==> src/rtl/alat_table.sv <==
module alat_table #(
  parameter int NUM_SETS = 4,
  parameter int NUM_WAYS = 2,
  parameter int REG_W    = 7,
  parameter int ADDR_W   = 16
) (
  input  logic              clk,
  input  logic              rst_n,
  input  logic              flush,
  input  logic              ld_valid,
  input  logic [REG_W-1:0]  ld_reg,
  input  logic [ADDR_W-1:0] ld_addr,
  input  logic [1:0]        ld_size,
  input  logic              st_valid,
  input  logic [ADDR_W-1:0] st_addr,
  input  logic [1:0]        st_size,
  input  logic              chk_valid,
  input  logic [REG_W-1:0]  chk_reg,
  output logic              chk_done,
  output logic              chk_hit
);
  localparam int SET_W = $clog2(NUM_SETS);
  localparam int WAY_W = $clog2(NUM_WAYS);
  localparam int EXT_W = ADDR_W + 4;

  logic              valid_q [NUM_SETS][NUM_WAYS];
  logic [REG_W-1:0]  tag_q   [NUM_SETS][NUM_WAYS];
  logic [ADDR_W-1:0] addr_q  [NUM_SETS][NUM_WAYS];
  logic [1:0]        size_q  [NUM_SETS][NUM_WAYS];
  logic [WAY_W-1:0]  rr_q    [NUM_SETS];
  logic              kill    [NUM_SETS][NUM_WAYS];
  logic [NUM_SETS-1:0] set_busy;

  function automatic logic overlaps(input logic [ADDR_W-1:0] a, input logic [1:0] asz,
                                    input logic [ADDR_W-1:0] b, input logic [1:0] bsz);
    logic [EXT_W-1:0] ae, be;
    ae = EXT_W'(a);
    be = EXT_W'(b);
    return (ae < be + (EXT_W'(1) << bsz)) && (be < ae + (EXT_W'(1) << asz));
  endfunction

  wire [SET_W-1:0] ld_set  = ld_reg[SET_W-1:0];
  wire [SET_W-1:0] chk_set = chk_reg[SET_W-1:0];

  always_comb begin
    for (int s = 0; s < NUM_SETS; s++) begin
      set_busy[s] = 1'b0;
      for (int w = 0; w < NUM_WAYS; w++) begin
        kill[s][w] = valid_q[s][w] && st_valid &&
                     overlaps(addr_q[s][w], size_q[s][w], st_addr, st_size);
        set_busy[s] = set_busy[s] | valid_q[s][w];
      end
    end
  end

  logic             found, has_free, evict;
  logic [WAY_W-1:0] way_sel;

  always_comb begin
    found    = 1'b0;
    has_free = 1'b0;
    way_sel  = '0;
    for (int w = 0; w < NUM_WAYS; w++)
      if (!found && valid_q[ld_set][w] && tag_q[ld_set][w] == ld_reg) begin
        found   = 1'b1;
        way_sel = WAY_W'(w);
      end
    if (!found)
      for (int w = NUM_WAYS - 1; w >= 0; w--)
        if (!valid_q[ld_set][w]) begin
          has_free = 1'b1;
          way_sel  = WAY_W'(w);
        end
    evict = !found && !has_free;
    if (evict) way_sel = rr_q[ld_set];
  end

  logic hit_now;
  always_comb begin
    hit_now = 1'b0;
    for (int w = 0; w < NUM_WAYS; w++)
      if (valid_q[chk_set][w] && !kill[chk_set][w] && tag_q[chk_set][w] == chk_reg)
        hit_now = 1'b1;
    hit_now = hit_now && chk_valid && !flush;
  end

  always_ff @(posedge clk or negedge rst_n) begin
    if (!rst_n) begin
      chk_done <= 1'b0;
      chk_hit  <= 1'b0;
      for (int s = 0; s < NUM_SETS; s++) begin
        rr_q[s] <= '0;
        for (int w = 0; w < NUM_WAYS; w++) begin
          valid_q[s][w] <= 1'b0;
          tag_q[s][w]   <= '0;
          addr_q[s][w]  <= '0;
          size_q[s][w]  <= '0;
        end
      end
    end else begin
      chk_done <= chk_valid;
      chk_hit  <= hit_now;
      if (flush) begin
        for (int s = 0; s < NUM_SETS; s++) begin
          rr_q[s] <= '0;
          for (int w = 0; w < NUM_WAYS; w++) valid_q[s][w] <= 1'b0;
        end
      end else begin
        for (int s = 0; s < NUM_SETS; s++)
          for (int w = 0; w < NUM_WAYS; w++)
            if (kill[s][w]) valid_q[s][w] <= 1'b0;
        if (ld_valid) begin
          valid_q[ld_set][way_sel] <= 1'b1;
          tag_q[ld_set][way_sel]   <= ld_reg;
          addr_q[ld_set][way_sel]  <= ld_addr;
          size_q[ld_set][way_sel]  <= ld_size;
          if (evict) rr_q[ld_set] <= rr_q[ld_set] + 1'b1;
        end
      end
    end
  end

  assert_load_fills_set_R1: assert property (@(posedge clk) disable iff (!rst_n)
    ld_valid && !flush |=> set_busy[$past(ld_set)]);

  assert_answer_timing_R2: assert property (@(posedge clk) disable iff (!rst_n)
    chk_valid |=> chk_done);

  assert_no_stray_answer_R2: assert property (@(posedge clk) disable iff (!rst_n)
    !chk_valid |=> !chk_done && !chk_hit);

  assert_flush_check_misses_R8: assert property (@(posedge clk) disable iff (!rst_n)
    flush && chk_valid |=> chk_done && !chk_hit);

  assert_flush_empties_R8: assert property (@(posedge clk) disable iff (!rst_n)
    flush |=> set_busy == '0);
endmodule

==> config.mk <==
export PLATFORM = sky130hd
export DESIGN_NAME = alat_table
export DESIGN_NICKNAME = d
export VERILOG_FILES = /design/src/rtl/alat_table.sv
export SDC_FILE = /design/constraint.sdc
export NUM_CORES = 1
export LEC_CHECK = 0
export BUFFER_PORTS_ARGS = -buffer_cell sky130_fd_sc_hd__buf_2
export CAP_MARGIN = 20
export CORE_MARGIN = 2
export CORE_UTILIZATION = 55
export DETAILED_ROUTE_END_ITERATION = 8
export PLACE_DENSITY = 0.82
export SLEW_MARGIN = 10
export SYNTH_ARGS = -nofsm -noshare
export SYNTH_HDL_FRONTEND = slang
export SYNTH_SLANG_ARGS = --single-unit
==> constraint.sdc <==
create_clock -name clk -period 5.4 [get_ports clk]
set_input_delay 1.08 -clock clk [delete_from_list [all_inputs] [get_ports clk]]
set_output_delay 1.08 -clock clk [all_outputs]
set_load 0.005 [all_outputs]
==> summary.txt, run 1 <==
Hold path
  • Worst hold path type: register to register
  • Hold wc startpoint: tag_q[35]
  • Hold Path Depth: 1
  • Hold Crit Endpoint: tag_q[35]

Timing
  • Max-slew violation count: 0
  • Setup Skew: 0.01328 ns
  • Fin crit period: approximately 5 ns
  • Worst Tran Pin Value: a little over 1 ns
  • RSZ-0062 raised after global routing: no
  • Slew HR: 0.3183
  • Tcrit/Tclk final: 0.9174
  • Post-route setup TNS: 0 ns
  • Final setup fails: 0
  • Fin. Hold Viols: 0
  • Fmax: 0.2019 GHz

Synthesis
  • Top FF cell, synth: dfrtp_1
  • Synth Net Count: around 2000
  • FFs w/ async S/R, synth: 1.000
  • Syn Area/Cell: 10.49 um^2
  • Synth Warn #: 0
  • Number of synthesized register bits: 214
  • Syn Inst Count: 1673
  • Mapped cell area: approximately 0.018 mm^2
  • Post-synth EDFFs: 0
  • Post-synth cell types: between 70 and 80
  • Seq/Total Area, Yosys: 0.3051

Place
  • Area after DPL: roughly 0.018 mm^2
  • Post-DP HPWL: approximately 37000 um
  • I/O Buffers: 57
  • Placer congestion estimate: between 0.9 and 1
  • DP Cell Count: 2126

Cells and area
  • Layout net count: between 2000 and 2500
  • Post-route insts no fill: about 2200
  • Antenna diode count: 0
  • Final Instance Area: roughly 0.019 mm^2
  • Commonest non-fill, non-tap cell in the layout: ha_1
  • Fraction of layout cells with a size suffix above 1: 0.2062
  • Most frequent cells in the layout: ha_1, dfrtp_1, mux2_2
  • Fillcell total: approximately 2500
  • Area Overhead vs Synth: 10.14%

CTS
  • Number of buffers created by CTS: 25
  • Root Driver: clkbuf_16
  • Setup Buffers After CTS: 0
  • Clk pin slew, worst setup/hold paths: approximately 0.070 ns
  • CTS H-tree lvls: 1
  • Clk sinks: 214
  • Hold buffers post-CTS: 0
  • Post-cts gate resize count: 0
  • CTS tree: done
  • Clk Latency, worst-skew pair: ~0.55 ns
  • Clock tree buffer depth: 3

Floorplan
  • Initial Util: 0.5576
  • Core Area: between 0.03 and 0.04 mm^2
  • Row count: 65
  • I/O pins: 58
  • Die Width: 182.6 um
  • Die area: about 0.033 mm^2
  • Die Ht: roughly 180 um

Power and ir drop
  • Peak supply drop: 0.0002721 V
  • Lkg Pwr: 8.835 nW
  • Power per cell area: 350.7 mW/mm^2

Routing
  • Post-route ant nets: 0
  • DRT Pass-1 Iters: 4
  • Drt drc: 0
  • Wirelength per Cell: around 22 um
  • DRT iter0 DRCs: about 1100
  • Total Wirelength: 47850 um
  • DR vias/cell: 6.413
  • Vias: approximately 14000

Global route
  • Remaining Overflow, GRT: 0
  • First-pass GRT wire length: between 70000 and 80000 um
  • Vias in the first global route: 14350
  • GR Util All Layers: 0.2918
  • Initial antenna violation count: 0
  • Largest net degree at the start of global routing: 125

Worst setup path
  • Critical Path Start Type: register
  • Worst setup EP type: register
  • R2R Setup Slk: ~0.45 ns
  • Worst endpoint required time: approximately 5.8 ns
  • Critical R2R Launch: size_q[3]
  • Critical path type: register to register
  • Worst-path maximum fanout: 5
  • FF-to-FF path depth: 18
  • Critical Path AT: 5.40 ns
  • Capturing point of the worst reg2reg path: chk_hit

Flow run
  • Max-cap violation count: 0

Run status
  • Outcome: finished, final reports clean
==> state kept, by name, summed over array words and instances, names as in the netlist <==
signal and flops:
addr_q 128, tag_q 56, size_q 16, valid_q 8, rr_q 4, chk_done 1
chk_hit 1
==> area by class of cell <==
cell class,instances,area [um^2],area share
Multi-Input combinational cell,1367,11750,0.6078
Timing Repair Buffer,98,615.6,0.03184
Tap cell,402,503.0,0.02602
Inverter,45,168.9,0.008738
Clock buffer,33,725.7,0.03754
Clock inverter,13,214.0,0.01107
Sequential cell,214,5355,0.2770
==> metal layers <==
| layer | GRT usage | wire length, um | share of wire | vias to the layer above |
|---|---|---|---|---|
| met5 | 0 | 0 | 0 | - |
| met4 | 0.09516 | 1425 | 0.030 | 0 |
| met3 | 0.04650 | 3369 | 0.070 | 107 |
| met2 | 0.4993 | 23040 | 0.48 | 484 |
| met1 | 0.3783 | 20010 | 0.42 | 6941 |
| li1 | - | - | - | 6396 |
==> how the worst max path moves through the flow <==
| stage | from | cells after the start | to | slack [ns] |
|---|---|---|---|---|
| 5_1_grt | size_q[3] | 18 | chk_hit | 0.08 |
| 3_5_place_dp | st_size[1] | 20 | chk_hit | 0.04 |
| 4_1_cts | size_q[3] | 18 | chk_hit | 0.47 |
| 2_1_floorplan | st_size[1] | 15 | chk_hit | 0.53 |
| 6_report | size_q[3] | 18 | chk_hit | 0.45 |
| 3_3_place_gp | st_size[1] | 17 | chk_hit | 0.15 |
==> logic make-up (layout without fill, tap and decap cells) <==
logic type / count (synthesis) / after routing / synth area share
compound gates: 310 / 310 / 0.1188
xor+xnor: 148 / 148 / 0.07386
fa+ha+maj: 275 / 275 / 0.1990
buf+inv: 92 / 189 / 0.02545
flops: 214 / 214 / 0.3051
mux: 208 / 208 / 0.1481
simple gates: 426 / 426 / 0.1296
==> report_power, final <==
part	switching, W	internal, W
Clock	0.000738	0.00119
Combinational	0.00122	0.00123
Sequential	0.000458	0.00194
Total	0.00242	0.00436
==> cells in the mapped netlist (all sizes together), types with 28 or more instances <==
cell    count  area, um^2
nor2       70       267.8
nor2b      55       344.1
nand3      52       265.3
mux2      184        2072
nand4      38       237.7
buf        31       216.5
ha        260        3253
a21o       50       375.4
o21ai      65       325.3
xor2       93       814.5
a21oi      68       340.3
and3       28       175.2
inv        45       168.9
nand2b     28       175.2
xnor2      55       481.7
dfrtp     214        5355
nand2      77       289.0
==> critical path, stage by stage, from the launching register on <==
cell,delay (ns)
dfrtp_1,0.40
nand2b_1,0.19
inv_1,0.07
ha_1,0.22
a21o_1,0.18
a21oi_1,0.23
nor2b_1,0.09
o21ai_0,0.68
nor2_1,0.17
xnor2_1,0.21
ha_1,0.27
a21o_1,0.16
a2111oi_0,0.56
o211ai_1,0.27
a211oi_1,0.31
nand3_1,0.22
o2111ai_1,0.26
a41oi_1,0.09
a31o_2,0.28
==> per-stage QoR <==
step / hold WS, ns / power (W) / util / worst slack, ns
after floorplan: 0.4308 / 0.004087 / - / 0.5330
after global placement: 0.4469 / 0.004679 / 0.5843 / 0.1460
after detailed placement: 0.4535 / 0.004837 / 0.5843 / 0.04039
after CTS: 0.4730 / 0.006788 / 0.6142 / 0.4738
after global routing: 0.4822 / 0.007256 / 0.6142 / 0.07621
final: 0.4665 / 0.006779 / 0.6142 / 0.4461
Note: power is estimated with default switching activity, not from simulation.
==> run 2: changes to the inputs <==
--- a/config.mk
+++ b/config.mk
@@ -9,6 +9,7 @@
 export CAP_MARGIN = 20
 export CORE_MARGIN = 2
 export CORE_UTILIZATION = 55
+export CTS_BUF_LIST = sky130_fd_sc_hd__clkbuf_16
 export DETAILED_ROUTE_END_ITERATION = 8
 export PLACE_DENSITY = 0.82
 export SLEW_MARGIN = 10
==> summary.txt, run 2 (synthesis gave the netlist of run 1 again) <==
Run status
  • Outcome: finished, final reports clean

Worst setup path
  • Max incr delay on CP: 0.67 ns (about the same)
  • Worst-path maximum fanout: 5 (unchanged)
  • CP Cell Sequence: nand2b_1 -> inv_1 -> ha_1 -> a21o_1 -> a21oi_1 -> nor2b_1 -> o21ai_0 -> nor2_1 -> xnor2_1 -> ha_1 -> a21o_1 -> a2111oi_0 -> o211ai_1 -> a211oi_1 -> nand3_1 -> o2111ai_1 -> a41oi_1 -> a31o_2
  • Worst endpoint required time: 5.85 ns (about the same)
  • Critical R2R Launch: size_q[3]
  • Critical path type: register to register
  • Critical Path Start Type: register
  • CP max-delay cell: o21ai_0
  • Worst setup EP type: register
  • FF-to-FF path depth: 18 (unchanged)
  • Critical Path AT: 5.50 ns (+0.10 ns)
  • R2R Setup Slk: 0.34 ns (-0.10 ns)
  • Capturing point of the worst reg2reg path: chk_hit
  • Levels on crit path: 18 (unchanged)
  • Worst Path Buf+Inv: 1 (unchanged)
  • Cell family with most CP delay: compound AO/OA/AOI/OAI gates

CTS
  • Setup Buffers After CTS: 0 (unchanged)
  • CTS tree: done
  • CTS H-tree lvls: 1 (unchanged)
  • Root Driver: clkbuf_16
  • Clk pin slew, worst setup/hold paths: 0.07 ns (about the same)
  • Clock tree buffer depth: 3 (unchanged)
  • Clk Latency, worst-skew pair: 0.56 ns (about the same)
  • Clk sinks: 214 (unchanged)
  • Number of buffers created by CTS: 25 (unchanged)
  • Post-cts gate resize count: 0 (unchanged)
  • Hold buffers post-CTS: 0 (unchanged)

Routing
  • DR vias/cell: 6.420 (+0.12%)
  • Total Wirelength: 47760 um (-0.19%)
  • DRT iter0 DRCs: 1093 (+3.4%)
  • Wirelength per Cell: 21.98 um (-0.24%)
  • DRT Pass-1 Iters: 5 (+1)
  • Drt drc: 0 (unchanged)
  • Vias: 13950 (+0.17%)
  • Post-route ant nets: 0 (unchanged)

Cells and area
  • Post-route insts no fill: 2173 (+0.046%)
  • Area Overhead vs Synth: 9.760%
  • Final Instance Area: 0.01926 mm^2 (-0.35%)
  • Max reg flops: 128 (unchanged)
  • Commonest non-fill, non-tap cell in the layout: ha_1
  • Register bank with the most flops: addr_q
  • Largest registers: addr_q (128), tag_q (56), size_q (16)
  • Layout net count: 2076 (unchanged)
  • Fraction of layout cells with a size suffix above 1: 0.2023 (-0.003955)
  • Most frequent cells in the layout: ha_1, dfrtp_1, mux2_2

Global route
  • Remaining Overflow, GRT: 0 (unchanged)
  • Initial antenna violation count: 0 (unchanged)
  • Gr busiest metal: met2
  • GR Util All Layers: 0.2913 (-0.0004326)
  • Met3 Resource Use GR: 0.04750 (+0.0009978)
  • Largest net degree at the start of global routing: 125 (unchanged)
  • First-pass GRT wire length: 76180 um (about the same)
  • Vias in the first global route: 14300 (-0.30%)
  • Met1 usage: 0.3761 (-0.002192)
  • Met2 Usage GRT: 0.5004 (+0.001065)

Power and ir drop
  • Power per cell area: 346.3 mW/mm^2 (-1.2%)
  • Lkg Pwr: 8.800 nW (-0.40%)
  • Total Power: 0.006671 W (-1.6%)
  • Peak supply drop: 0.0002732 V (+0.43%)

Hold path
  • Worst hold path type: register to register
  • Hold Path Depth: 1 (unchanged)
  • Hold wc startpoint: tag_q[35]
  • Hold Crit Endpoint: tag_q[35]

Floorplan
  • Die Ht: 182.6 um (unchanged)
  • Core Area: 0.03147 mm^2 (unchanged)
  • Die Width: 182.6 um (unchanged)
  • I/O pins: 58 (unchanged)
  • Die area: 0.03336 mm^2 (unchanged)
  • Row count: 65 (unchanged)
  • Initial Util: 0.5576 (unchanged)

Place
  • Post-DP HPWL: 36600 um (unchanged)
  • DP Cell Count: 2126 (unchanged)
  • Pre-CTS setup slack: 0.04039 ns (unchanged)
  • Area after DPL: 0.01839 mm^2 (unchanged)
  • I/O Buffers: 57 (unchanged)
  • Placer congestion estimate: 0.9969 (unchanged)

Timing
  • Setup Skew: 0.02095 ns (+0.007670 ns)
  • RSZ-0062 raised after global routing: no
  • Fmax: 0.1978 GHz (-2.0%)
  • Worst Tran Pin Value: 1.014 ns (-0.008660 ns)
  • Fin. Hold Viols: 0 (unchanged)
  • Final setup fails: 0 (unchanged)
  • Max-slew violation count: 0 (unchanged)
  • Slew HR: 0.3240 (+0.005773)
  • Worst setup margin: 0.3438 ns (-0.1023 ns)
  • Fin crit period: 5.056 ns (+0.1023 ns)
  • Post-route setup TNS: 0 ns (unchanged)
  • Tcrit/Tclk final: 0.9363 (+0.01895)

Flow run
  • Max-cap violation count: 0 (unchanged)
-- run 2: cell types whose count changed in the layout (fill, tap and decap cells not counted), sizes merged --
cell    before  now
diode        0    1
inv         46   47
clkbuf      33   25
clkinv       5   12
-- run 2: power breakdown --
| part | switching [W] | internal, W | total (W) |
|---|---|---|---|
| clock network | 0.000732 | 0.00109 | 0.00182 |
| logic | 0.00122 | 0.00123 | 0.00246 |
| registers | 0.000458 | 0.00194 | 0.00239 |
-- run 2: worst max-delay path by stage --
stage	to	slack, ns	from
6_report	chk_hit	0.34	size_q[3]
5_1_grt	chk_hit	0.09	size_q[3]
4_1_cts	chk_hit	0.43	size_q[3]
3_5_place_dp	chk_hit	0.04	st_size[1]
3_3_place_gp	chk_hit	0.15	st_size[1]
2_1_floorplan	chk_hit	0.53	st_size[1]
-- run 2: layer usage --
metal / wire (um) / share of wire / vias to the layer above
met5: 0 / 0 / -
met4: 1470 / 0.031 / 0
met3: 3370 / 0.071 / 107
met2: 22960 / 0.48 / 487
met1: 19960 / 0.42 / 6951
li1: - / - / 6406
-- run 2: per-stage QoR --
stage | util | hold slack (ns)
after detailed placement | 0.5843 | 0.4535
after global placement | 0.5843 | 0.4469
after CTS | 0.6120 | 0.4730
final | 0.6120 | 0.4665
after global routing | 0.6120 | 0.4822
after floorplan | - | 0.4308
-- run 2: layout make-up --
cell class / count / area [um^2]
inverter: 45 / 168.9
sequential: 214 / 5355
tap: 402 / 503.0
timing repair buffer: 98 / 615.6
clock buffer: 25 / 625.6
antenna: 1 / 2.502
clock inverter: 21 / 244.0
multi-input combinational: 1367 / 11750
fill: 2542 / 12210
==> run 3: changes to the inputs <==
--- a/config.mk
+++ b/config.mk
@@ -11,7 +11,7 @@
 export CORE_UTILIZATION = 55
 export CTS_BUF_LIST = sky130_fd_sc_hd__clkbuf_16
 export DETAILED_ROUTE_END_ITERATION = 8
-export PLACE_DENSITY = 0.82
+export PLACE_DENSITY = 0.85
 export SLEW_MARGIN = 10
 export SYNTH_ARGS = -nofsm -noshare
 export SYNTH_HDL_FRONTEND = slang
==> constraint.sdc (replaced) <==
create_clock -name clk -period 4.4 [get_ports clk]
set_input_delay 0.88 -clock clk [delete_from_list [all_inputs] [get_ports clk]]
set_output_delay 0.88 -clock clk [all_outputs]
set_load 0.005 [all_outputs]
==> summary.txt, run 3 (synthesis gave the netlist of run 1 again) <==
CTS
  • Number of buffers created by CTS: 26 (+4.0%)
  • Hold buffers post-CTS: 0 (unchanged)
  • CTS H-tree lvls: 1 (unchanged)
  • Clk pin slew, worst setup/hold paths: 0.06 ns (about the same)
  • Clock tree buffer depth: 3 (unchanged)
  • Root Driver: clkbuf_16
  • Clk Latency, worst-skew pair: 0.55 ns (about the same)
  • Clk sinks: 214 (unchanged)
  • CTS tree: done

Hold path
  • Worst hold path type: input port to async pin

Timing
  • Max-slew violation count: 0 (unchanged)
  • Fmax: 0.2357 GHz
  • Final setup fails: 0 (unchanged)
  • Hold WS: 0.3748 ns (-0.09163 ns)
  • Fin. Hold Viols: 0 (unchanged)
  • Post-route setup TNS: 0 ns (unchanged)
  • Fin crit period: between 4 and 5 ns
  • Setup Skew: 0.01950 ns (-0.001454 ns)
  • Tcrit/Tclk final: 0.9642
  • Slew HR: 0.4391 (+0.1151)
  • Worst Tran Pin Value: 0.8413 ns (-0.1726 ns)
  • Worst setup margin: 0.1576 ns (-0.1862 ns)

Routing
  • Vias: 14310 (+2.6%)
  • Total Wirelength: 48650 um (+1.9%)
  • Routed length on met1: 19850 um (-0.53%)
  • DRT iter0 DRCs: 1168 (+6.9%)
  • Wirelength per Cell: 21.75 um (-1.1%)
  • Routed wl met3: 3210 um (-4.7%)
  • Drt drc: 0 (unchanged)
  • DRT Pass-1 Iters: 9 (+4)
  • DR WL met2: 23820 um (+3.8%)
  • Top layer in use: met4
  • Post-route ant nets: 0 (unchanged)
  • DR vias/cell: 6.398 (-0.35%)

Floorplan
  • Row count: 65 (unchanged)
  • I/O pins: 58 (unchanged)
  • Die area: 0.03336 mm^2 (unchanged)
  • Die Ht: 182.6 um (unchanged)
  • Core Area: 0.03147 mm^2 (unchanged)
  • Initial Util: 0.5576 (unchanged)
  • Die Width: 182.6 um (unchanged)

Place
  • Pre-CTS setup slack: -0.4599 ns (-0.5003 ns)
  • I/O Buffers: 57 (unchanged)
  • Post-DP HPWL: 37360 um (+2.1%)
  • DP Cell Count: 2187 (+2.9%)
  • Placer congestion estimate: 0.9713 (-2.6%)

Global route
  • GR Util All Layers: 0.2925 (+0.001198)
  • Largest net degree at the start of global routing: 108 (-14%)
  • Vias in the first global route: 14660 (+2.5%)
  • Remaining Overflow, GRT: 0 (unchanged)
  • Initial antenna violation count: 0 (unchanged)
  • First-pass GRT wire length: 76860 um (+0.90%)

Power and ir drop
  • Power per cell area: 416.3 mW/mm^2 (+20%)
  • Peak supply drop: 0.0003614 V (+32%)
  • Total Power: 0.008323 W (+25%)
  • Lkg Pwr: 9.181 nW (+4.3%)

Cells and area
  • Layout net count: 2140 (+3.1%)
  • Most frequent cells in the layout: ha_1, dfrtp_1, mux2_2
  • Fillcell total: 2367 (-6.9%)
  • Register bank with the most flops: addr_q
  • FF+latch area: 0.005355 mm^2 (unchanged)
  • Post-route insts no fill: 2237 (+2.9%)
  • Largest registers: addr_q (128), tag_q (56), size_q (16)
  • Footprint of the multi-input gates: 0.01195 mm^2 (+1.7%)
  • Commonest non-fill, non-tap cell in the layout: ha_1
  • Fraction of layout cells with a size suffix above 1: 0.2463 (+0.04406)
  • Max reg flops: 128 (unchanged)
  • Antenna diode count: 0 (-1)
  • Area Overhead vs Synth: 13.91%

Worst setup path
  • Critical path type: input port to register
  • Worst setup EP type: register
  • Cell family with most CP delay: compound AO/OA/AOI/OAI gates
  • CP Cell Sequence: buf_2 -> buf_4 -> nand2b_1 -> inv_1 -> ha_1 -> a211oi_2 -> o21ba_2 -> nor2_1 -> buf_4 -> buf_4 -> nand2_1 -> xor2_1 -> buf_4 -> ha_1 -> a21oi_1 -> o21ai_0 -> a31oi_1 -> o211ai_1 -> a211oi_2 -> nand3_1 -> o2111ai_2 -> a41oi_1 -> a31o_2
  • Worst Path Buf+Inv: 6 (+5)
  • Max incr delay on CP: 0.31 ns (-0.36 ns)
  • Critical Path AT: 4.68 ns (-0.82 ns)
  • Worst endpoint required time: 4.83 ns (-1.02 ns)
  • Critical Path Start Type: input port
  • Worst-path maximum fanout: 4 (-1)
  • CP max-delay cell: ha_1
  • Crit path top cell by count: buf_4

Flow run
  • Max-cap violation count: 0 (unchanged)

Run status
  • Outcome: finished, final reports clean
==> run 3: changes by cell type in the layout (fill, tap and decap cells not counted), moves of 5 or more <==
cell / previous run / this run
a211oi_1: 15 / 9
a211oi_2: 0 / 6
a21oi_1: 68 / 61
a21oi_2: 0 / 6
buf_12: 1 / 6
buf_4: 40 / 98
o21ai_0: 65 / 59
o21ai_1: 0 / 6
xor2_1: 93 / 88
==> run 3: worst paths after layout <==
kind | startpoint | endpoint | slack (ns) | cells after the start
max | st_size[0] | chk_hit | 0.16 | 23
min | rst_n | tag_q[10] | 0.37 | 1
max reg2reg | size_q[4] | chk_hit | 0.23 | 22
min reg2reg | tag_q[35] | tag_q[35] | 0.48 | 1
max in group asynchronous | rst_n | addr_q[26] | 2.92 | 2
min in group clk | tag_q[35] | tag_q[35] | 0.48 | 1
==> run 3: layer usage <==
| layer | vias to the layer above | GRT usage |
|---|---|---|
| met5 | - | 0 |
| met4 | 0 | 0.09839 |
| met3 | 138 | 0.04291 |
| met2 | 501 | 0.5125 |
| met1 | 7145 | 0.3705 |
| li1 | 6528 | - |
==> run 3: cell type report <==
class / count / share of cell area
multi-input cells: 1367 / 0.5979
flip-flops and latches: 214 / 0.2679
repair buffers: 161 / 0.05758
clock buffers: 26 / 0.03254
well taps: 402 / 0.02516
clock inverters: 22 / 0.01045
inverters: 45 / 0.008449
==> run 3: what timing repair did <==
action | CTS | global route
pin swaps | 1 | 6
setup buffers | 1 | 1
endpoints found under the setup margin | 1 | 2
resized for setup | 3 | 33
==> run 3: per-stage QoR <==
step / area (um^2) / utilization
finish: 19990 / 0.6352
global route: 19990 / 0.6352
floorplan: 17620 / -
global placement: 18980 / 0.6030
detailed placement: 18980 / 0.6030
CTS: 19860 / 0.6309
==> run 3: power breakdown <==
part	internal, W	total (W)	switching, W
Sequential	0.00238	0.00294	0.000565
Clock	0.00130	0.00218	0.000875
Combinational	0.00161	0.00320	0.00159
Total	0.00529	0.00832	0.00303
